File: config.mk
export PLATFORM = sky130hd
export DESIGN_NAME = dual_thread_decode_arb
export DESIGN_NICKNAME = d
export VERILOG_FILES = /design/src/rtl/dta_pkg.sv /design/src/rtl/dta_fifo.sv /design/src/rtl/dta_win_ctl.sv /design/src/rtl/dual_thread_decode_arb.sv
export SDC_FILE = /design/constraint.sdc
export NUM_CORES = 1
export LEC_CHECK = 0
export BUFFER_PORTS_ARGS = -buffer_cell sky130_fd_sc_hd__buf_2
export CELL_PAD_IN_SITES_DETAIL_PLACEMENT = 0
export CELL_PAD_IN_SITES_GLOBAL_PLACEMENT = 1
export CORE_UTILIZATION = 50
export DETAILED_ROUTE_END_ITERATION = 6
export GPL_TIMING_DRIVEN = 1
export PLACE_DENSITY = 0.87
export SYNTH_ARGS = -nofsm -noshare
export SYNTH_HDL_FRONTEND = slang
export SYNTH_SLANG_ARGS = --single-unit
File: constraint.sdc
create_clock -name clk -period 4.97 [get_ports clk]
set_input_delay 0.994 -clock clk [delete_from_list [all_inputs] [get_ports clk]]
set_output_delay 0.994 -clock clk [all_outputs]
set_load 0.05 [all_outputs]
File: src/rtl/dta_pkg.sv
package dta_pkg;
  typedef enum logic {
    THR0 = 1'b0,
    THR1 = 1'b1
  } thr_e;

  localparam int NUM_THR = 2;
endpackage

File: src/rtl/dta_fifo.sv
module dta_fifo #(
  parameter  int TOK_W = 16,
  parameter  int DEPTH = 4,
  localparam int PW    = (DEPTH > 1) ? $clog2(DEPTH) : 1,
  localparam int CW    = $clog2(DEPTH + 1)
) (
  input  logic             clk,
  input  logic             rst_n,
  input  logic             push,
  input  logic [TOK_W-1:0] wdata,
  input  logic             pop,
  output logic [TOK_W-1:0] head,
  output logic [CW-1:0]    cnt,
  output logic             full
);

  logic [TOK_W-1:0] mem [DEPTH];
  logic [PW-1:0]    wptr, wptr_n, rptr, rptr_n;
  logic [CW-1:0]    cnt_n;
  logic             push_ok;

  function automatic logic [PW-1:0] ptr_inc(input logic [PW-1:0] p);
    return (p == PW'(DEPTH - 1)) ? '0 : p + 1'b1;
  endfunction

  assign full    = (cnt == CW'(DEPTH));
  assign push_ok = push && !full;
  assign head    = mem[rptr];

  always_comb begin
    wptr_n = push_ok ? ptr_inc(wptr) : wptr;
    rptr_n = pop     ? ptr_inc(rptr) : rptr;
    unique case ({push_ok, pop})
      2'b10:   cnt_n = cnt + 1'b1;
      2'b01:   cnt_n = cnt - 1'b1;
      default: cnt_n = cnt;
    endcase
  end

  always_ff @(posedge clk or negedge rst_n) begin
    if (!rst_n) begin
      wptr <= '0;
      rptr <= '0;
      cnt  <= '0;
    end else begin
      wptr <= wptr_n;
      rptr <= rptr_n;
      cnt  <= cnt_n;
    end
  end

  always_ff @(posedge clk) begin
    if (push_ok) mem[wptr] <= wdata;
  end


  no_underflow_chk: assert property (@(posedge clk) disable iff (!rst_n)
    pop |-> (cnt != '0));


  full_drop_chk: assert property (@(posedge clk) disable iff (!rst_n)
    (push && full && !pop) |=> (cnt == $past(cnt)));

endmodule

File: src/rtl/dta_win_ctl.sv
module dta_win_ctl
  import dta_pkg::*;
#(
  parameter int CW = 3
) (
  input  logic          clk,
  input  logic          rst_n,
  input  logic [CW-1:0] cnt0,
  input  logic [CW-1:0] cnt1,
  output logic [1:0]    pop,
  output thr_e          sel
);

  logic          win_act, win_act_n;
  thr_e          owner, owner_n;
  logic [CW-1:0] left, left_n;
  logic          e0, e1, start, go;
  logic [CW-1:0] sel_cnt;

  always_comb begin
    e0    = (cnt0 != '0);
    e1    = (cnt1 != '0);
    start = !win_act && (e0 || e1);
    if (win_act)       sel = owner;
    else if (e0 && e1) sel = (owner == THR0) ? THR1 : THR0;
    else if (e1)       sel = THR1;
    else               sel = THR0;
    sel_cnt = (sel == THR1) ? cnt1 : cnt0;
    go      = win_act ? (sel_cnt != '0) : start;
    pop     = !go ? 2'b00 : ((sel == THR1) ? 2'b10 : 2'b01);

    if (start)   left_n = sel_cnt - 1'b1;
    else if (go) left_n = left - 1'b1;
    else         left_n = '0;
    win_act_n = go && (left_n != '0);
    owner_n   = start ? sel : owner;
  end

  always_ff @(posedge clk or negedge rst_n) begin
    if (!rst_n) begin
      win_act <= 1'b0;
      owner   <= THR1;
      left    <= '0;
    end else begin
      win_act <= win_act_n;
      owner   <= owner_n;
      left    <= left_n;
    end
  end


  win_cover_chk: assert property (@(posedge clk) disable iff (!rst_n)
    win_act |-> (left <= ((owner == THR1) ? cnt1 : cnt0)));


  alt_grant_chk: assert property (@(posedge clk) disable iff (!rst_n)
    (!win_act && e0 && e1) |=> (owner != $past(owner)));

endmodule

File: src/rtl/dual_thread_decode_arb.sv
module dual_thread_decode_arb
  import dta_pkg::*;
#(
  parameter  int TOK_W = 16,
  parameter  int DEPTH = 4,
  localparam int CW    = $clog2(DEPTH + 1)
) (
  input  logic             clk,
  input  logic             rst_n,
  input  logic             push0,
  input  logic [TOK_W-1:0] tok0,
  output logic             full0,
  input  logic             push1,
  input  logic [TOK_W-1:0] tok1,
  output logic             full1,
  output logic             dec_valid,
  output logic             dec_tid,
  output logic [TOK_W-1:0] dec_tok
);

  logic             push_v [NUM_THR];
  logic [TOK_W-1:0] data_v [NUM_THR];
  logic [TOK_W-1:0] head_v [NUM_THR];
  logic [CW-1:0]    cnt_v  [NUM_THR];
  logic             full_v [NUM_THR];
  logic [1:0]       pop;
  thr_e             sel;
  logic             valid_n, tid_n;
  logic [TOK_W-1:0] tok_n;

  assign push_v[0] = push0;
  assign push_v[1] = push1;
  assign data_v[0] = tok0;
  assign data_v[1] = tok1;
  assign full0     = full_v[0];
  assign full1     = full_v[1];

  for (genvar t = 0; t < NUM_THR; t++) begin : g_thr
    dta_fifo #(.TOK_W(TOK_W), .DEPTH(DEPTH)) u_buf (
      .clk   (clk),
      .rst_n (rst_n),
      .push  (push_v[t]),
      .wdata (data_v[t]),
      .pop   (pop[t]),
      .head  (head_v[t]),
      .cnt   (cnt_v[t]),
      .full  (full_v[t])
    );
  end

  dta_win_ctl #(.CW(CW)) u_ctl (
    .clk   (clk),
    .rst_n (rst_n),
    .cnt0  (cnt_v[0]),
    .cnt1  (cnt_v[1]),
    .pop   (pop),
    .sel   (sel)
  );

  always_comb begin
    valid_n = |pop;
    tid_n   = (sel == THR1);
    tok_n   = (sel == THR1) ? head_v[1] : head_v[0];
  end

  always_ff @(posedge clk or negedge rst_n) begin
    if (!rst_n) begin
      dec_valid <= 1'b0;
      dec_tid   <= 1'b0;
      dec_tok   <= '0;
    end else begin
      dec_valid <= valid_n;
      if (valid_n) begin
        dec_tid <= tid_n;
        dec_tok <= tok_n;
      end
    end
  end


  one_issue_chk: assert property (@(posedge clk) disable iff (!rst_n)
    $onehot0(pop));


  no_bubble_chk: assert property (@(posedge clk) disable iff (!rst_n)
    ((cnt_v[0] != '0) || (cnt_v[1] != '0)) |-> (pop != 2'b00));


  out_follow_chk: assert property (@(posedge clk) disable iff (!rst_n)
    (pop != 2'b00) |=> dec_valid);


  out_idle_chk: assert property (@(posedge clk) disable iff (!rst_n)
    (pop == 2'b00) |=> !dec_valid);

endmodule

Word level (Yosys, flattened, before mapping)

Memories as Yosys holds them, arrays and structs flattened.
Index checks and enable logic that the tools add are counted.

Word-level logic and storage cells: 71
RAM bits: 128
Bits in latches: 0
Memories: 2
Register bits after elaboration: 37
Output and inout port bits: 20
ROM bits: 0
Input bits: 36

Add/subtract/negate cells: 10
Reductions and logical operators: 16
Divide/modulo/power cells: 0
Bitwise operators: 0
$mul: 0
Eq/ne operators: 10
Mux-type cells: 21
Shifts and indexed selects: 0
$lt $le $gt $ge: 0

Memory list:

| memory             | depth | width | read ports | clocked after Yosys merged registers in | write ports | line           | text |
|---|---|---|---|---|---|---|---|
| g_thr[0].u_buf.mem | 4     | 16    | 1          | 0                                       | 1           | dta_fifo.sv:17 | `logic [TOK_W-1:0] mem [DEPTH];` |
| g_thr[1].u_buf.mem | 4     | 16    | 1          | 0                                       | 1           | dta_fifo.sv:17 |  |

Operators by type and width:

| kind                                             | count |
|---|---|
| two-way mux 16 bit                               | 1 |
| == test 2 bit, second input constant             | 6 |
| two-way mux 2 bit                                | 6 |
| one-hot mux 3 bit (2 select lines)               | 2 |
| nonzero test 3 bit                               | 4 |
| subtractor 3 x 1 -> 3 bit, second input constant | 4 |
| two-way mux 1 bit                                | 9 |
| two-way mux 3 bit                                | 3 |
| adder 2 x 1 -> 2 bit, second input constant      | 4 |
| adder 3 x 1 -> 3 bit, second input constant      | 2 |
| == test 3 bit, second input constant             | 2 |
| logical AND 1 bit                                | 5 |
| == test 2 x 1 -> 1 bit, second input constant    | 2 |
| nonzero test 2 bit                               | 2 |
| zero test 1 bit                                  | 3 |
| OR reduction 2 bit                               | 1 |
| logical OR 1 bit                                 | 1 |

Depth between registers and ports, before layout

Depth in word-level cells: 11
Mapped depth: 18
Mapped depth without buffers: 14

By module

Synthesis repeated with hierarchy kept, for this count alone.

Cells, all modules: 374
Area total of the unflattened synthesis: 6,926.6 um^2

Modules (own cells, without submodules):

| module                 | cells each | sequential area each (um^2) | times used | area each (um^2) |
|---|---|---|---|---|
| dta_fifo               | 121        | 2,097.0                     | 2          | 2,785.2 |
| dual_thread_decode_arb | 76         | 450.4                       | 1          | 850.8 |
| dta_win_ctl            | 56         | 126.4                       | 1          | 505.5 |

Worst setup path before layout

OpenSTA, ideal clock, no wires.

Path kind: reg-to-reg
Start point: register g_thr[0].u_buf.cnt[0]
End point: register g_thr[1].u_buf.cnt[2]
Library setup time: 0.079 ns
Path slack: 1.550 ns
Buffers on the path: 3
Data required time: 4.891 ns
Stages on the path, launching flop included: 18
Arrival: 3.341 ns
Period minus slack after synthesis: 3.420 ns
Cells stage by stage: dfrtp_1 -> or3_4 -> and2_4 -> buf_6 -> buf_6 -> nor3_1 -> a21oi_1 -> ha_1 -> ha_1 -> nor2b_1 -> clkbuf_1 -> a21o_2 -> ha_1 -> inv_1 -> fa_1 -> xor2_1 -> nor2_1 -> xor2_1

Longest elaborated chain between the ends: 10
Elaborated cells between the ends (all ways): 15
Those cells by class: eq/ne: 2; mux: 7; reduce/logical: 6

RTL lines:

| element                                                                  | line              | text |
|---|---|---|
| from (decl)                                                              | dta_fifo.sv:13    | `output logic [CW-1:0] cnt,` |
| from (signal assigned)                                                   | dta_fifo.sv:48    | `cnt <= cnt_n;` |
| nonzero test 3 bit                                                       | dta_win_ctl.sv:21 | `e0 = (cnt0 != '0);` |
| logical AND 1 bit                                                        | dta_win_ctl.sv:25 | `else if (e0 && e1) sel = (owner == THR0) ? THR1 : THR0;` |
| two-way mux 1 bit                                                        | dta_win_ctl.sv:25 |  |
| two-way mux 1 bit                                                        | dta_win_ctl.sv:24 | `if (win_act) sel = owner;` |
| two-way mux 3 bit                                                        | dta_win_ctl.sv:28 | `sel_cnt = (sel == THR1) ? cnt1 : cnt0;` |
| nonzero test 3 bit                                                       | dta_win_ctl.sv:29 | `go = win_act ? (sel_cnt != '0) : start;` |
| two-way mux 1 bit                                                        | dta_win_ctl.sv:29 |  |
| two-way mux 2 bit (*)                                                    | dta_win_ctl.sv:30 | `pop = !go ? 2'b00 : ((sel == THR1) ? 2'b10 : 2'b01);` |
| net g_thr[1].u_buf.pop                                                   | dta_fifo.sv:11    | `input logic pop,` |
| == test 2 x 1 -> 1 bit or == test 2 bit (tied branches)                  | dta_fifo.sv:33    | `unique case ({push_ok, pop})` |
| one-hot mux 3 bit (2 select lines) or nonzero test 2 bit (tied branches) | -                 |  |
| to (signal assigned)                                                     | dta_fifo.sv:48    |  |
| to (decl)                                                                | dta_fifo.sv:13    |  |

Mark *: on every way through the listed nets, which the timed path passes. The rest lies on a longest branch.
A chain may end at the register's enable or synchronous reset.

Worst setup path in the final report

Start point: register u_ctl.win_act
End point: register g_thr[0].u_buf.cnt[1]

Longest elaborated chain between the ends: 7
Elaborated cells between the ends (all ways): 12
Those cells by class: eq/ne: 2; mux: 6; reduce/logical: 4

RTL lines:

| element                                                 | line              | text |
|---|---|---|
| from (decl)                                             | dta_win_ctl.sv:14 | `logic win_act, win_act_n;` |
| from (signal assigned)                                  | dta_win_ctl.sv:45 | `win_act <= win_act_n;` |
| two-way mux 1 bit                                       | dta_win_ctl.sv:24 |  |
| two-way mux 3 bit                                       | dta_win_ctl.sv:28 |  |
| nonzero test 3 bit                                      | dta_win_ctl.sv:29 |  |
| two-way mux 1 bit                                       | dta_win_ctl.sv:29 |  |
| two-way mux 2 bit (*)                                   | dta_win_ctl.sv:30 |  |
| net g_thr[0].u_buf.pop                                  | dta_fifo.sv:11    |  |
| == test 2 x 1 -> 1 bit or == test 2 bit (tied branches) | dta_fifo.sv:33    |  |
| one-hot mux 3 bit (2 select lines) (*)                  | dta_fifo.sv:33    |  |
| net g_thr[0].u_buf.cnt_n[1]                             | dta_fifo.sv:19    | `logic [CW-1:0] cnt_n;` |

Marked as above.

==> summary.txt <==
Finish
  – Ant. Diodes: 0
  – Layout cells sized above 1: between 20% and 30%
  – P&R area growth vs syn: 13.8%
  – Final net count: between 400 and 500

Worst setup path
  – R2R Setup Slk: about 1.3 ns
  – CP Class: flop to flop
  – Max FO, Critical Path: 19
  – Crit start category: flop
  – WP data required: approximately 5.3 ns
  – Crit. End Element: flop
  – R2r worst-path depth: 12
  – RR Endpoint: g_thr[0].u_buf.cnt[1]$_DFFE_PN0P_
  – Worst endpoint data arrival time: just under 4 ns
  – Worst R2R Start: u_ctl.win_act$_DFF_PN0_

Routing
  – Average wire per standard cell: about 19 um
  – Drt drc: 0
  – Routed via count: between 3,000 and 4,000
  – Initial DRC Count: 180
  – Final wirelength: 12.2 mm
  – DR pass1 iterations: 4
  – Vias/cell: about 5.6
  – Antenna Nets Post-Route: 0

Timing
  – Max Slew Vio Count: 0
  – Setup TNS: 0 ns
  – Skew final: 0.00915 ns
  – Final setup fails: 0
  – Post-layout minimum cycle time: about 3.7 ns
  – Slack of the critical path: about 1.3 ns
  – Worst-Margin Slew: 1.10 ns
  – RSZ-0062 raised after global routing: no
  – Final worst path period share: approximately three quarters
  – Worst hold slack: 0.533 ns
  – Max transition margin: between 20% and 30%
  – F_max: between 200 and 300 MHz
  – Final hold violations: 0

Logic synthesis
  – Net Count, Synth: 440
  – Synth Area in Compound Gates: around 4.3%
  – Post-synthesis adder-cell area fraction: 3.37%
  – Simple-gate share of the synthesized area: 6.16%
  – Post-synth cell types: 45
  – Synth Area in XOR/XNOR: less than 1%
  – Area of the mapped netlist: between 0.006 and 0.007 sq mm
  – Mux contribution to synthesized area: 12.0%
  – Top FF cell, synth: edfxtp_1
  – Synth Instances: roughly 390
  – Post-synth EDFFs: ~130
  – Synthesized flop and latch total: between 150 and 200
  – Synth warn: 0
  – Post-Syn Area per Cell: about 17 sq um
  – Largest family of logic cells by synthesized area: multiplexers
  – Async set-reset flop share out of synthesis: 22.4%
  – Register area share after synthesis: between 70% and 80%

Power
  – Peak VDD IR: ~0.43 mV
  – PD cells: between 700 and 800 mW/mm^2
  – Leakage: 2.77 nW

GRT
  – First-pass GRT wire length: roughly 20 mm
  – Largest net degree at the start of global routing: 38
  – Initial antenna violation count: 0
  – Total GRT Usage: a little under a fifth
  – Grt total ovfl: 0
  – Vias in the first global route: between 3,000 and 4,000

Floorplan
  – Placeable core area: around 0.013 sq mm
  – Initial Util: around half
  – Die area: approximately 0.014 sq mm
  – DIE WIDTH: 118 um
  – Boundary Pins: 56
  – Die height: ~120 um
  – Rows: between 40 and 50

Placement
  – Pre-CTS setup slack: around 1.4 ns
  – Placed wire-length estimate: approximately 8.0 mm
  – RD Place Congestion: between 0.8 and 0.9
  – IO buf count: 55

Min path
  – WHS Endpoint: u_ctl.owner$_DFFE_PN1N_
  – HP Start: u_ctl.owner$_DFFE_PN1N_
  – Worst hold path depth: 2
  – Hold crit path type: flop to flop

Clock network
  – Bufs on Longest Clock Path: 2
  – Clock buffer count from CTS: 17
  – Clk slew on worst S/H paths: ~0.060 ns
  – CTS tree: done
  – CTS root buf: clkbuf_16
  – Post_cts resized: 0
  – Clock sink count: 165
  – CTS Hold Bufs: 0
  – Latest clock arrival within the worst-skew pair: 0.41 ns
  – Post-CTS Setup Bufs: 0
  – Htree depth: 4

Run status
  – Status: completed

Run
  – Total of max-cap violations: 0
## worst max path at each step
stage	endpoint	from
floorplan	g_thr[1].u_buf.cnt[2]$_DFFE_PN0P_	g_thr[0].u_buf.cnt[0]$_DFFE_PN0P_
global route	g_thr[0].u_buf.cnt[2]$_DFFE_PN0P_	u_ctl.win_act$_DFF_PN0_
finish	g_thr[0].u_buf.cnt[1]$_DFFE_PN0P_	u_ctl.win_act$_DFF_PN0_
CTS	g_thr[0].u_buf.cnt[1]$_DFFE_PN0P_	g_thr[1].u_buf.cnt[0]$_DFFE_PN0P_
global placement	g_thr[0].u_buf.cnt[1]$_DFFE_PN0P_	g_thr[1].u_buf.cnt[0]$_DFFE_PN0P_
detailed placement	g_thr[0].u_buf.cnt[1]$_DFFE_PN0P_	g_thr[1].u_buf.cnt[0]$_DFFE_PN0P_
## per-stage QoR
stage               total power, mW  utilization (%)  std cells  instance area [sq um]
finish                         5.52             58.3        630                   7700
global route                   5.85             58.3        630                   7700
CTS                            5.57             58.3        630                   7700
detailed placement             4.33             54.1        598                   7140
global placement               4.27             54.1        598                   7140
floorplan                      3.82                -        387                   6760
## cell usage in the layout, fill, tap and decap left out, types with 4 or more instances in the layout
| master | n |
|---|---|
| dfrtp_1 | 36 |
| nor3_1 | 19 |
| nand3_1 | 19 |
| a31oi_1 | 16 |
| o21ai_0 | 11 |
| nand2_1 | 4 |
| nor2b_1 | 4 |
| mux4_2 | 32 |
| xnor2_1 | 4 |
| inv_1 | 13 |
| mux2_2 | 7 |
| ha_1 | 15 |
| buf_2 | 55 |
| nor2_1 | 6 |
| edfxtp_1 | 128 |
| clkbuf_16 | 17 |
| and2_1 | 9 |
| o21ai_1 | 10 |
## layer usage
layer	vias to the layer above	global-route usage, %	share of wire, %
li1	1622	-	-
met1	1791	26.1	45
met4	0	6.33	1.3
met5	-	0	0
met3	13	4.97	4.6
met2	102	29.8	49
## state kept, by name, summed over array words and instances (netlist names)
name	cells
dec_tid	1
dec_tok	16
dec_valid	1
g_thr.u_buf.cnt	6
g_thr.u_buf.mem	128
g_thr.u_buf.rptr	4
g_thr.u_buf.wptr	4
u_ctl.left	3
u_ctl.owner	1
u_ctl.win_act	1
## cell families after synthesis
kind of cell,after synthesis
fa+ha+maj,17
xor+xnor,7
compound gates,48
flops,165
mux,40
buf+inv,35
simple gates,75
## cell type report
class                           count  area (sq um)
Clock inverter                      9          81.3
Multi-Input combinational cell    187          1810
Fill cell                         984          5490
Tap cell                          176           220
Clock buffer                       23           478
Sequential cell                   165          4770
Timing Repair Buffer               57           290
Inverter                           13          48.8
## cells in the mapped netlist, drive strengths merged, types with 3 or more instances
| library cell | number | area share, % |
|---|---|---|
| mux4 | 32 | 11 |
| nand2b | 3 | 0.28 |
| xnor2 | 4 | 0.52 |
| nand2 | 5 | 0.31 |
| clkbuf | 4 | 0.28 |
| mux2 | 7 | 1.2 |
| inv | 13 | 0.72 |
| nor2b | 4 | 0.37 |
| nor3 | 20 | 1.6 |
| xor2 | 3 | 0.39 |
| ha | 15 | 2.8 |
| edfxtp | 128 | 57 |
| o21ai | 21 | 1.6 |
| nand3 | 19 | 1.4 |
| nor2 | 7 | 0.43 |
| buf | 18 | 1.7 |
| dfrtp | 36 | 13 |
| and2 | 10 | 0.96 |
| a31oi | 16 | 1.5 |
## where the power goes
group	leakage (nW)	internal [mW]	switching (mW)
sequential	1.60	1.90	0.317
clock	0.271	0.727	0.495
combinational	0.896	0.851	1.23
## critical path, stage by stage (launching register included)
cell	delay [ns]
dfrtp_1	0.48
nor4_2	0.30
or2_1	0.55
o21ai_1	0.14
and2_1	0.19
ha_1	0.20
ha_1	0.22
nand2b_1	0.21
o32a_1	0.26
inv_1	0.07
ha_1	0.20
fa_1	0.45
mux2_2	0.27
Power figures use the tool's default switching activity.
